--- src/rtl/i2crec_pkg.sv ---
package i2crec_pkg;
  localparam int REG_W           = 32;
  localparam int CMD_RECOVER_BIT = 11;
  localparam int LINE_SCL_BIT    = 18;
  localparam int LINE_SDA_BIT    = 17;
  localparam int LINE_BUSY_BIT   = 16;
  localparam int INT_DONE_BIT    = 13;

  typedef enum logic [2:0] {
    ST_IDLE,
    ST_PLOW,
    ST_PHIGH,
    ST_SCLLOW,
    ST_SDALOW,
    ST_SCLHIGH,
    ST_SDAHIGH,
    ST_FINISH
  } recState_t;

  typedef struct packed {
    logic loadTimer;
    logic clrPulse;
    logic incPulse;
    logic driveScl;
    logic driveSda;
    logic setDone;
  } recStrobe_t;
endpackage

--- src/rtl/i2crec_datapath.sv ---
module i2crec_datapath
  import i2crec_pkg::*;
#(
  parameter int HALF_CYCLES = 8,
  parameter int MAX_PULSES  = 8,
  parameter int SYNC_STAGES = 2
) (
  input  logic             clk,
  input  logic             rstN,
  input  logic             sclIn,
  input  logic             sdaIn,
  input  recStrobe_t       strb,
  input  logic             intClrValid,
  input  logic [REG_W-1:0] intClrMask,
  output logic             timerDone,
  output logic             pulseLast,
  output logic             sclLvl,
  output logic             sdaLvl,
  output logic             sclOe,
  output logic             sdaOe,
  output logic [REG_W-1:0] lineStatus,
  output logic [REG_W-1:0] intStatus
);
  localparam int TW = (HALF_CYCLES > 2) ? $clog2(HALF_CYCLES) : 1;
  localparam int PW = $clog2(MAX_PULSES + 1);
  localparam logic [TW-1:0] TIMER_RELOAD = TW'(HALF_CYCLES - 1);
  localparam logic [PW-1:0] PULSE_LAST   = PW'(MAX_PULSES - 1);
  localparam logic [PW-1:0] PULSE_MAX    = PW'(MAX_PULSES);

  // Line synchronizers, reset to the idle (high) level.
  logic [SYNC_STAGES-1:0] sclPipe, sdaPipe;

  always_ff @(posedge clk or negedge rstN) begin
    if (!rstN) begin
      sclPipe[0] <= 1'b1;
      sdaPipe[0] <= 1'b1;
    end else begin
      sclPipe[0] <= sclIn;
      sdaPipe[0] <= sdaIn;
    end
  end

  for (genvar g = 1; g < SYNC_STAGES; g++) begin : gSync
    always_ff @(posedge clk or negedge rstN) begin
      if (!rstN) begin
        sclPipe[g] <= 1'b1;
        sdaPipe[g] <= 1'b1;
      end else begin
        sclPipe[g] <= sclPipe[g-1];
        sdaPipe[g] <= sdaPipe[g-1];
      end
    end
  end

  assign sclLvl = sclPipe[SYNC_STAGES-1];
  assign sdaLvl = sdaPipe[SYNC_STAGES-1];

  // Phase timer
  logic [TW-1:0] timer;
  always_ff @(posedge clk or negedge rstN) begin
    if (!rstN)                timer <= '0;
    else if (strb.loadTimer)  timer <= TIMER_RELOAD;
    else if (timer != '0)     timer <= timer - 1'b1;
  end
  assign timerDone = (timer == '0);

  // Pulse counter
  logic [PW-1:0] pulseCnt;
  always_ff @(posedge clk or negedge rstN) begin
    if (!rstN)               pulseCnt <= '0;
    else if (strb.clrPulse)  pulseCnt <= '0;
    else if (strb.incPulse)  pulseCnt <= pulseCnt + 1'b1;
  end
  assign pulseLast = (pulseCnt == PULSE_LAST);

  // Open-drain enables
  always_ff @(posedge clk or negedge rstN) begin
    if (!rstN) begin
      sclOe <= 1'b0;
      sdaOe <= 1'b0;
    end else begin
      sclOe <= strb.driveScl;
      sdaOe <= strb.driveSda;
    end
  end

  // START / STOP detection for the busy flag
  logic prevScl, prevSda, busyFlag;
  logic startSeen, stopSeen;
  assign startSeen = sclLvl && prevScl && prevSda && !sdaLvl;
  assign stopSeen  = sclLvl && prevScl && !prevSda && sdaLvl;

  always_ff @(posedge clk or negedge rstN) begin
    if (!rstN) begin
      prevScl  <= 1'b1;
      prevSda  <= 1'b1;
      busyFlag <= 1'b0;
    end else begin
      prevScl <= sclLvl;
      prevSda <= sdaLvl;
      if (startSeen)     busyFlag <= 1'b1;
      else if (stopSeen) busyFlag <= 1'b0;
    end
  end

  // Sticky done bit; set beats a same-cycle clear
  logic doneBit, clrDone;
  assign clrDone = intClrValid && intClrMask[INT_DONE_BIT];

  always_ff @(posedge clk or negedge rstN) begin
    if (!rstN)              doneBit <= 1'b0;
    else if (strb.setDone)  doneBit <= 1'b1;
    else if (clrDone)       doneBit <= 1'b0;
  end

  logic unusedMask;
  assign unusedMask = ^intClrMask;

  always_comb begin
    lineStatus = '0;
    lineStatus[LINE_SCL_BIT]  = sclLvl;
    lineStatus[LINE_SDA_BIT]  = sdaLvl;
    lineStatus[LINE_BUSY_BIT] = busyFlag;
    intStatus = '0;
    intStatus[INT_DONE_BIT] = doneBit;
  end

  assert_pulse_bound_R6: assert property (@(posedge clk) disable iff (!rstN)
    pulseCnt <= PULSE_MAX);
  assert_set_wins_R8: assert property (@(posedge clk) disable iff (!rstN)
    strb.setDone |=> intStatus[INT_DONE_BIT]);
  assert_done_sticky_R8: assert property (@(posedge clk) disable iff (!rstN)
    (intStatus[INT_DONE_BIT] && !clrDone) |=> intStatus[INT_DONE_BIT]);
  assert_busy_start_R10: assert property (@(posedge clk) disable iff (!rstN)
    startSeen |=> lineStatus[LINE_BUSY_BIT]);
endmodule

--- src/rtl/i2crec_ctrl.sv ---
module i2crec_ctrl
  import i2crec_pkg::*;
(
  input  logic       clk,
  input  logic       rstN,
  input  logic       startReq,
  input  logic       timerDone,
  input  logic       pulseLast,
  input  logic       sclLvl,
  input  logic       sdaLvl,
  output recStrobe_t strb,
  output logic       active,
  output logic       pulseMode
);
  recState_t state, stNext;

  always_comb begin
    stNext = state;
    strb   = '0;
    unique case (state)
      ST_IDLE: if (startReq) begin
        strb.clrPulse = 1'b1;
        if (!sdaLvl) begin
          stNext = ST_PLOW;
          strb.loadTimer = 1'b1;
        end else if (!sclLvl) begin
          stNext = ST_SCLLOW;
          strb.loadTimer = 1'b1;
        end else begin
          stNext = ST_FINISH;
        end
      end
      ST_PLOW: if (timerDone) begin
        stNext = ST_PHIGH;
        strb.loadTimer = 1'b1;
      end
      ST_PHIGH: if (timerDone) begin
        strb.incPulse = 1'b1;
        if (sdaLvl || pulseLast) begin
          stNext = ST_FINISH;
        end else begin
          stNext = ST_PLOW;
          strb.loadTimer = 1'b1;
        end
      end
      ST_SCLLOW: if (timerDone) begin
        stNext = ST_SDALOW;
        strb.loadTimer = 1'b1;
      end
      ST_SDALOW: if (timerDone) begin
        stNext = ST_SCLHIGH;
        strb.loadTimer = 1'b1;
      end
      ST_SCLHIGH: if (timerDone) begin
        stNext = ST_SDAHIGH;
        strb.loadTimer = 1'b1;
      end
      ST_SDAHIGH: if (timerDone) stNext = ST_FINISH;
      ST_FINISH: begin
        strb.setDone = 1'b1;
        stNext = ST_IDLE;
      end
      default: stNext = ST_IDLE;
    endcase
    strb.driveScl = (stNext == ST_PLOW) || (stNext == ST_SCLLOW) ||
                    (stNext == ST_SDALOW);
    strb.driveSda = (stNext == ST_SDALOW) || (stNext == ST_SCLHIGH);
  end

  always_ff @(posedge clk or negedge rstN) begin
    if (!rstN) state <= ST_IDLE;
    else       state <= stNext;
  end

  assign active    = (state != ST_IDLE);
  assign pulseMode = (state == ST_PLOW) || (state == ST_PHIGH);

  assert_finish_once_R4: assert property (@(posedge clk) disable iff (!rstN)
    (state == ST_FINISH) |=> (state == ST_IDLE));
  assert_ignore_cmd_R9: assert property (@(posedge clk) disable iff (!rstN)
    (state == ST_PLOW && !timerDone && startReq) |=> (state == ST_PLOW));
endmodule

--- src/rtl/i2c_bus_recover.sv ---
module i2c_bus_recover
  import i2crec_pkg::*;
#(
  parameter int HALF_CYCLES = 8,
  parameter int MAX_PULSES  = 8,
  parameter int SYNC_STAGES = 2
) (
  input  logic        clk,
  input  logic        rstN,
  input  logic        sclIn,
  input  logic        sdaIn,
  input  logic        cmdValid,
  input  logic [31:0] cmdWord,
  input  logic        intClrValid,
  input  logic [31:0] intClrMask,
  output logic        sclOe,
  output logic        sdaOe,
  output logic [31:0] lineStatus,
  output logic [31:0] intStatus
);
  recStrobe_t strb;
  logic timerDone, pulseLast, sclLvl, sdaLvl, active, pulseMode, startReq;
  logic unusedCmd;

  assign startReq  = cmdValid && cmdWord[CMD_RECOVER_BIT];
  assign unusedCmd = ^cmdWord;

  i2crec_ctrl uCtrl (
    .clk(clk), .rstN(rstN), .startReq(startReq), .timerDone(timerDone),
    .pulseLast(pulseLast), .sclLvl(sclLvl), .sdaLvl(sdaLvl),
    .strb(strb), .active(active), .pulseMode(pulseMode)
  );

  i2crec_datapath #(
    .HALF_CYCLES(HALF_CYCLES), .MAX_PULSES(MAX_PULSES), .SYNC_STAGES(SYNC_STAGES)
  ) uData (
    .clk(clk), .rstN(rstN), .sclIn(sclIn), .sdaIn(sdaIn), .strb(strb),
    .intClrValid(intClrValid), .intClrMask(intClrMask),
    .timerDone(timerDone), .pulseLast(pulseLast), .sclLvl(sclLvl),
    .sdaLvl(sdaLvl), .sclOe(sclOe), .sdaOe(sdaOe),
    .lineStatus(lineStatus), .intStatus(intStatus)
  );

  assert_idle_quiet_R1: assert property (@(posedge clk) disable iff (!rstN)
    !active |-> (!sclOe && !sdaOe));
  assert_pulse_no_sda_R11: assert property (@(posedge clk) disable iff (!rstN)
    pulseMode |-> !sdaOe);
  assert_stop_order_R7: assert property (@(posedge clk) disable iff (!rstN)
    $rose(sdaOe) |-> sclOe);
endmodule

--- config.mk ---
export PLATFORM = sky130hd
export DESIGN_NAME = i2c_bus_recover
export DESIGN_NICKNAME = d
export VERILOG_FILES = /design/src/rtl/i2crec_pkg.sv /design/src/rtl/i2crec_datapath.sv /design/src/rtl/i2crec_ctrl.sv /design/src/rtl/i2c_bus_recover.sv
export SDC_FILE = /design/constraint.sdc
export NUM_CORES = 1
export LEC_CHECK = 0
export BUFFER_PORTS_ARGS = -buffer_cell sky130_fd_sc_hd__buf_2
export CORE_MARGIN = 1
export CORE_UTILIZATION = 37
export DETAILED_ROUTE_END_ITERATION = 16
export GPL_TIMING_DRIVEN = 0
export HOLD_SLACK_MARGIN = 0.12
export PLACE_DENSITY = 0.87
export SETUP_SLACK_MARGIN = 0.02
export SYNTH_ARGS = -nofsm -noshare
export SYNTH_HDL_FRONTEND = slang
export SYNTH_SLANG_ARGS = --single-unit
--- constraint.sdc ---
create_clock -name clk -period 2.3 [get_ports clk]
set_clock_uncertainty 0.2 [all_clocks]
set_input_delay 0.345 -clock clk [delete_from_list [all_inputs] [get_ports clk]]
set_output_delay 0.345 -clock clk [all_outputs]
set_load 0.01 [all_outputs]
=== Word-level counts from Yosys, hierarchy flattened ===
Cells that the tools add are included.

* Equal/unequal tests: 12
* Reductions and logical operators: 21
* Multiplexer cells: 29
* Add/sub/neg operators: 2

{| class="wikitable"
|+ Operator list
! kind !! number
|-
| $mux 3 || 12
|-
| $pmux 3 s8 || 1
|-
| $eq 3x3->1 const B || 6
|-
| $mux 1 || 12
|-
| $eq 3x2->1 const B || 3
|-
| $mux 4 || 2
|-
| $reduce_bool 2->1 || 4
|-
| $logic_and 1x1->1 || 7
|-
| $eq 3x1->1 const B || 2
|-
| $logic_not 3->1 || 2
|-
| $add 4x1->4 const B || 1
|-
| $eq 4x3->1 const B || 1
|-
| $logic_or 1x1->1 || 4
|-
| $reduce_or 4->1 || 1
|-
| $pmux 1 s3 || 1
|-
| $reduce_bool 3->1 || 1
|-
| $sub 3x1->3 const B || 1
|-
| $logic_not 1->1 || 2
|-
| $mux 2 || 1
|}

* Register bits after elaboration: 20
* Logic and storage cells: 77
* Output and inout bits: 66
* Bits of input ports: 70

=== Logic depth before layout (Yosys ltp) ===
* Depth after elaboration: 8
* Mapped depth: 7
* Mapped depth without buffers: 6

=== By module ===
A second synthesis with hierarchy kept.

* Cell total of the unflattened synthesis: 155
* Area, all modules: 1436.4 um2

{| class="wikitable"
|+ By module, submodules not included
! module !! instances !! cells each !! area each (um2) !! seq. area each (um2)
|-
| i2crec_datapath || 1 || 114 || 1126.1 || 432.9
|-
| i2crec_ctrl || 1 || 40 || 304.0 || 75.1
|-
| i2c_bus_recover || 1 || 1 || 6.3 || 0.0
|}

=== Worst setup path after synthesis ===
Ideal clock, no wire load.

* Path type: reg2reg
* Start: register uData.sdaPipe[1] (netlist: uData.sdaLvl)
* End: register uData.timer[2]
* Setup time: 0.124 ns
* Arrival: 1.350 ns
* Required time: 1.976 ns
* Stages on the path, launching flop included: 6
* Period minus slack after synthesis: 1.674 ns
* Setup slack: 0.626 ns
* Path buffers: 1
* Cell sequence: dfstp_2 > clkbuf_4 > a21o_1 > nor3_2 > o31a_1 > a211o_1

* Cells in the longest elaborated chain, start to end: 5
* Elaborated cells between the ends (all ways): 8
* Those cells by class: 6 x mux; 2 x reduce/logical

{| class="wikitable"
|+ Ends and longest elaborated chain
! what !! RTL line !! RTL
|-
| start: declaration || i2crec_datapath.sv:31 || <nowiki>logic [SYNC_STAGES-1:0] sclPipe, sdaPipe;</nowiki>
|-
| start signal: indexed assignment || i2crec_datapath.sv:50 || <nowiki>sdaPipe[g] <= sdaPipe[g-1];</nowiki>
|-
| $logic_or 1x1->1 || i2crec_ctrl.sv:39 || <nowiki>if (sdaLvl || pulseLast) begin</nowiki>
|-
| $mux 1 || i2crec_ctrl.sv:39 ||
|-
| $mux 1 || i2crec_ctrl.sv:37 || <nowiki>ST_PHIGH: if (timerDone) begin</nowiki>
|-
| $pmux 1 s3 * || i2crec_ctrl.sv:20 || <nowiki>unique case (state)</nowiki>
|-
| $mux 3 or $reduce_bool 2->1 (tied branches) || n/a ||
|-
| end signal: assignment || i2crec_datapath.sv:63 || <nowiki>else if (timer != '0) timer <= timer - 1'b1;</nowiki>
|-
| end: declaration || i2crec_datapath.sv:59 || <nowiki>logic [TW-1:0] timer;</nowiki>
|}

Every way passes the cells marked *; elsewhere a longest branch is shown, timed or not.
A chain may end at the register's enable or synchronous reset.

=== Worst setup path after layout ===
Same ends and word-level chain as after synthesis.

==> reports/results.tsv <==
metric	value	unit
IO Pins	136	
Crit Path Max Fanout	8	
CP Capture Type	flop	
FMAX	558	MHz
largest net degree at the start of global routing	21	
standard-cell rows	22	
status	completed	
Final period util	77.9	%
arrival time at the worst endpoint	1.73	ns
RSZ-0062 raised after global routing	false	
remaining antenna violation count after routing	0	
Post-synth EDFFs	0	
via count	1040	
Synth Instances	158	
Nets	311	
number of max-cap violations	0	
delay-heaviest family, CP	compound AO/OA/AOI/OAI gates	
Synth Register Bits	20	
ANT cells	0	
Largest regs	uData.pulseCnt (4), uCtrl.state (3), uData.timer (3)	
number of flip-flops under the largest register name	4	
Initial Util	39.2	%
TritonRoute pass-1 iters	4	
top cell type's share of synthesized area	33.8	%
Top FF cell, synth	dfrtp_1	
clock tree from TritonCTS	done	
CP Data Required Time	2.24	ns
vias in the first global route	822	
CP max stage delay	0.55	ns
CTS H-Tree Depth	1	
antenna violations before repair	0	
YS warnings	0	
GPL Wtd Cong	0.852	
Hold Crit Class	in -> reg	
CP Buf/Inv Count	1	
cts bufs inserted	3	
Clock transition at path regs	0.08	ns
Fin. Hold Viols	0	
post-synth top area cell	buf_4	
most flop-heavy register	uData.pulseCnt	
die span in x	65.0	um
starting DRC count in detailed routing	11	
share of synthesized registers carrying an async set or reset	100	%
DRC	0	
Syn Area/Cell	9.29	sq um
Clock Sink Count	20	
Detailed Place HPWL	1770	um
Via density	3.65	
Root Buffer	clkbuf_8	
Setup CP Type	reg -> reg	
peak supply drop	0.358	mV
Mapped Area	1470	sq um
core region area	3740	sq um
share of layout cells above drive strength 1	40.9	%
WL final	2260	um
worst skew pair latency	0.26	ns
Overflow after GRT	0	
post-route cell area	1890	sq um
Final Setup Violations	0	
startpoint class of the critical path	flop	
unique cell type count in the Yosys netlist	39	
first-pass GRT wire length	3490	um
number of port buffers	13	
post-CTS sizing	0	
Avg WL per Cell	7.93	um
Tot Pwr	1.54	mW
fillers	348	
Slowest-stage cell, CP	dfstp_2	
Slew Viols, Final	0	
Clock Path Buffers	2	
Leak Pwr	1.09	nW
Sum Neg Setup Slack	0	ns
area delta synth->final	28.7	%
synth top area cells	buf_4 (34%), dfrtp_1 (24%), dfstp_2 (11%)	
crit-path cells	clkbuf_4 > a21o_1 > nor3_2 > o31a_1 > a211o_1	
min Tclk post-route	1.79	ns
Die Y	65.0	um
Post-CTS Setup Inserts	0	
Cell Pwr Density	814	nW/um^2
die area	4220	sq um
Post-DP Area	1810	sq um
gr usage total	10.9	%
register area share after synthesis	34.6	%
per-layer routing:
metal / up-vias / GRT usage, % / share of wire [%]
li1: 551 / - / -
met1: 433 / 12.6 / 41
met2: 53 / 18.4 / 47
met3: 3 / 4.05 / 11
met4: 0 / 3.33 / 1.1
met5: - / 0 / 0
where the power goes:
group,leakage [nW],internal [mW],switching (mW)
sequential,0.236,0.471,0.0730
combinational,0.827,0.362,0.393
clock,0.0228,0.123,0.116
total,1.09,0.956,0.582
area by class of cell:
type	count	area [sq um]	share of cell area (%)
sequential	20	508	26.9
timing repair buffer	16	95.1	5.03
inverter	4	15.0	0.795
buffer	69	519	27.5
tap	48	60.1	3.18
multi-input combinational	124	647	34.2
clock buffer	4	45.0	2.38
cells in the final DEF, fill, tap and decap left out, types with 3 or more instances in the layout:
cell           instances
buf_2                 14
nor2_1                 9
nor3_1                 3
nand2b_1               4
o21ai_0                4
dfstp_2                6
nand2_1                9
ha_1                   3
dfrtp_1               14
dlygate4sd3_1          3
conb_1                60
nand3_1                4
inv_1                  3
buf_4                 66
clkbuf_8               3
worst min-delay path: stages:
cell	delay, ns
buf_2	0.07
nand2_1	0.04
nand2_1	0.06
nand2_1	0.04
cell usage after synthesis, types with 3 or more instances:
cell      instances
buf_4            66
dfrtp_1          14
dfstp_2           6
ha_1              3
inv_1             3
nand2_1           9
nand2b_1          4
nand3_1           4
nor2_1            9
nor3_1            3
o21ai_0           4
final timing paths:
kind | from | to | slack, ns | depth (start not counted)
worst max-delay path | uData.sdaLvl$_DFF_PN1_ | uData.timer[2]$_DFFE_PN0P_ | 0.51 | 5
worst min-delay path | intClrMask[13] | uData.doneBit$_DFFE_PN0P_ | 0.12 | 4
worst max register to register | uData.sdaLvl$_DFF_PN1_ | uData.timer[2]$_DFFE_PN0P_ | 0.51 | 5
worst min register to register | uData.sdaPipe[0]$_DFF_PN1_ | uData.sdaLvl$_DFF_PN1_ | 0.16 | 0
max in group asynchronous | rstN | uData.sclLvl$_DFF_PN1_ | 1.19 | 2
min in group asynchronous | rstN | uCtrl.state[0]$_DFF_PN0_ | 0.36 | 2
cells by family after synthesis:
family                   after synthesis  share of synthesized area, %
AO/OA/AOI/OAI                         18                          8.61
XOR/XNOR                               4                          2.39
adder cells (fa/ha/maj)                3                          2.56
buffers and inverters                 73                          36.4
flip-flops                            20                          34.6
multiplexers                           1                         0.682
other                                  1                         0.256
AND/OR/NAND/NOR                       38                          14.5
repair_timing:
| action | CTS | global route |
|---|---|---|
| setup endpoints to repair | 0 | 0 |
| hold buffers | 3 | 0 |
| endpoints found under the hold margin | 16 | 0 |
stage by stage:
stage	cells	setup WS, ns	hold WS, ns	util [%]
after floorplan	217	0.626	-0.151	-
after CTS	285	0.488	0.128	50.5
after global placement	278	0.528	0.110	48.5
after detailed placement	278	0.504	0.120	48.5
final	285	0.508	0.125	50.5
after global routing	285	0.437	0.139	50.5
Note: power is estimated with default switching activity, not from simulation.
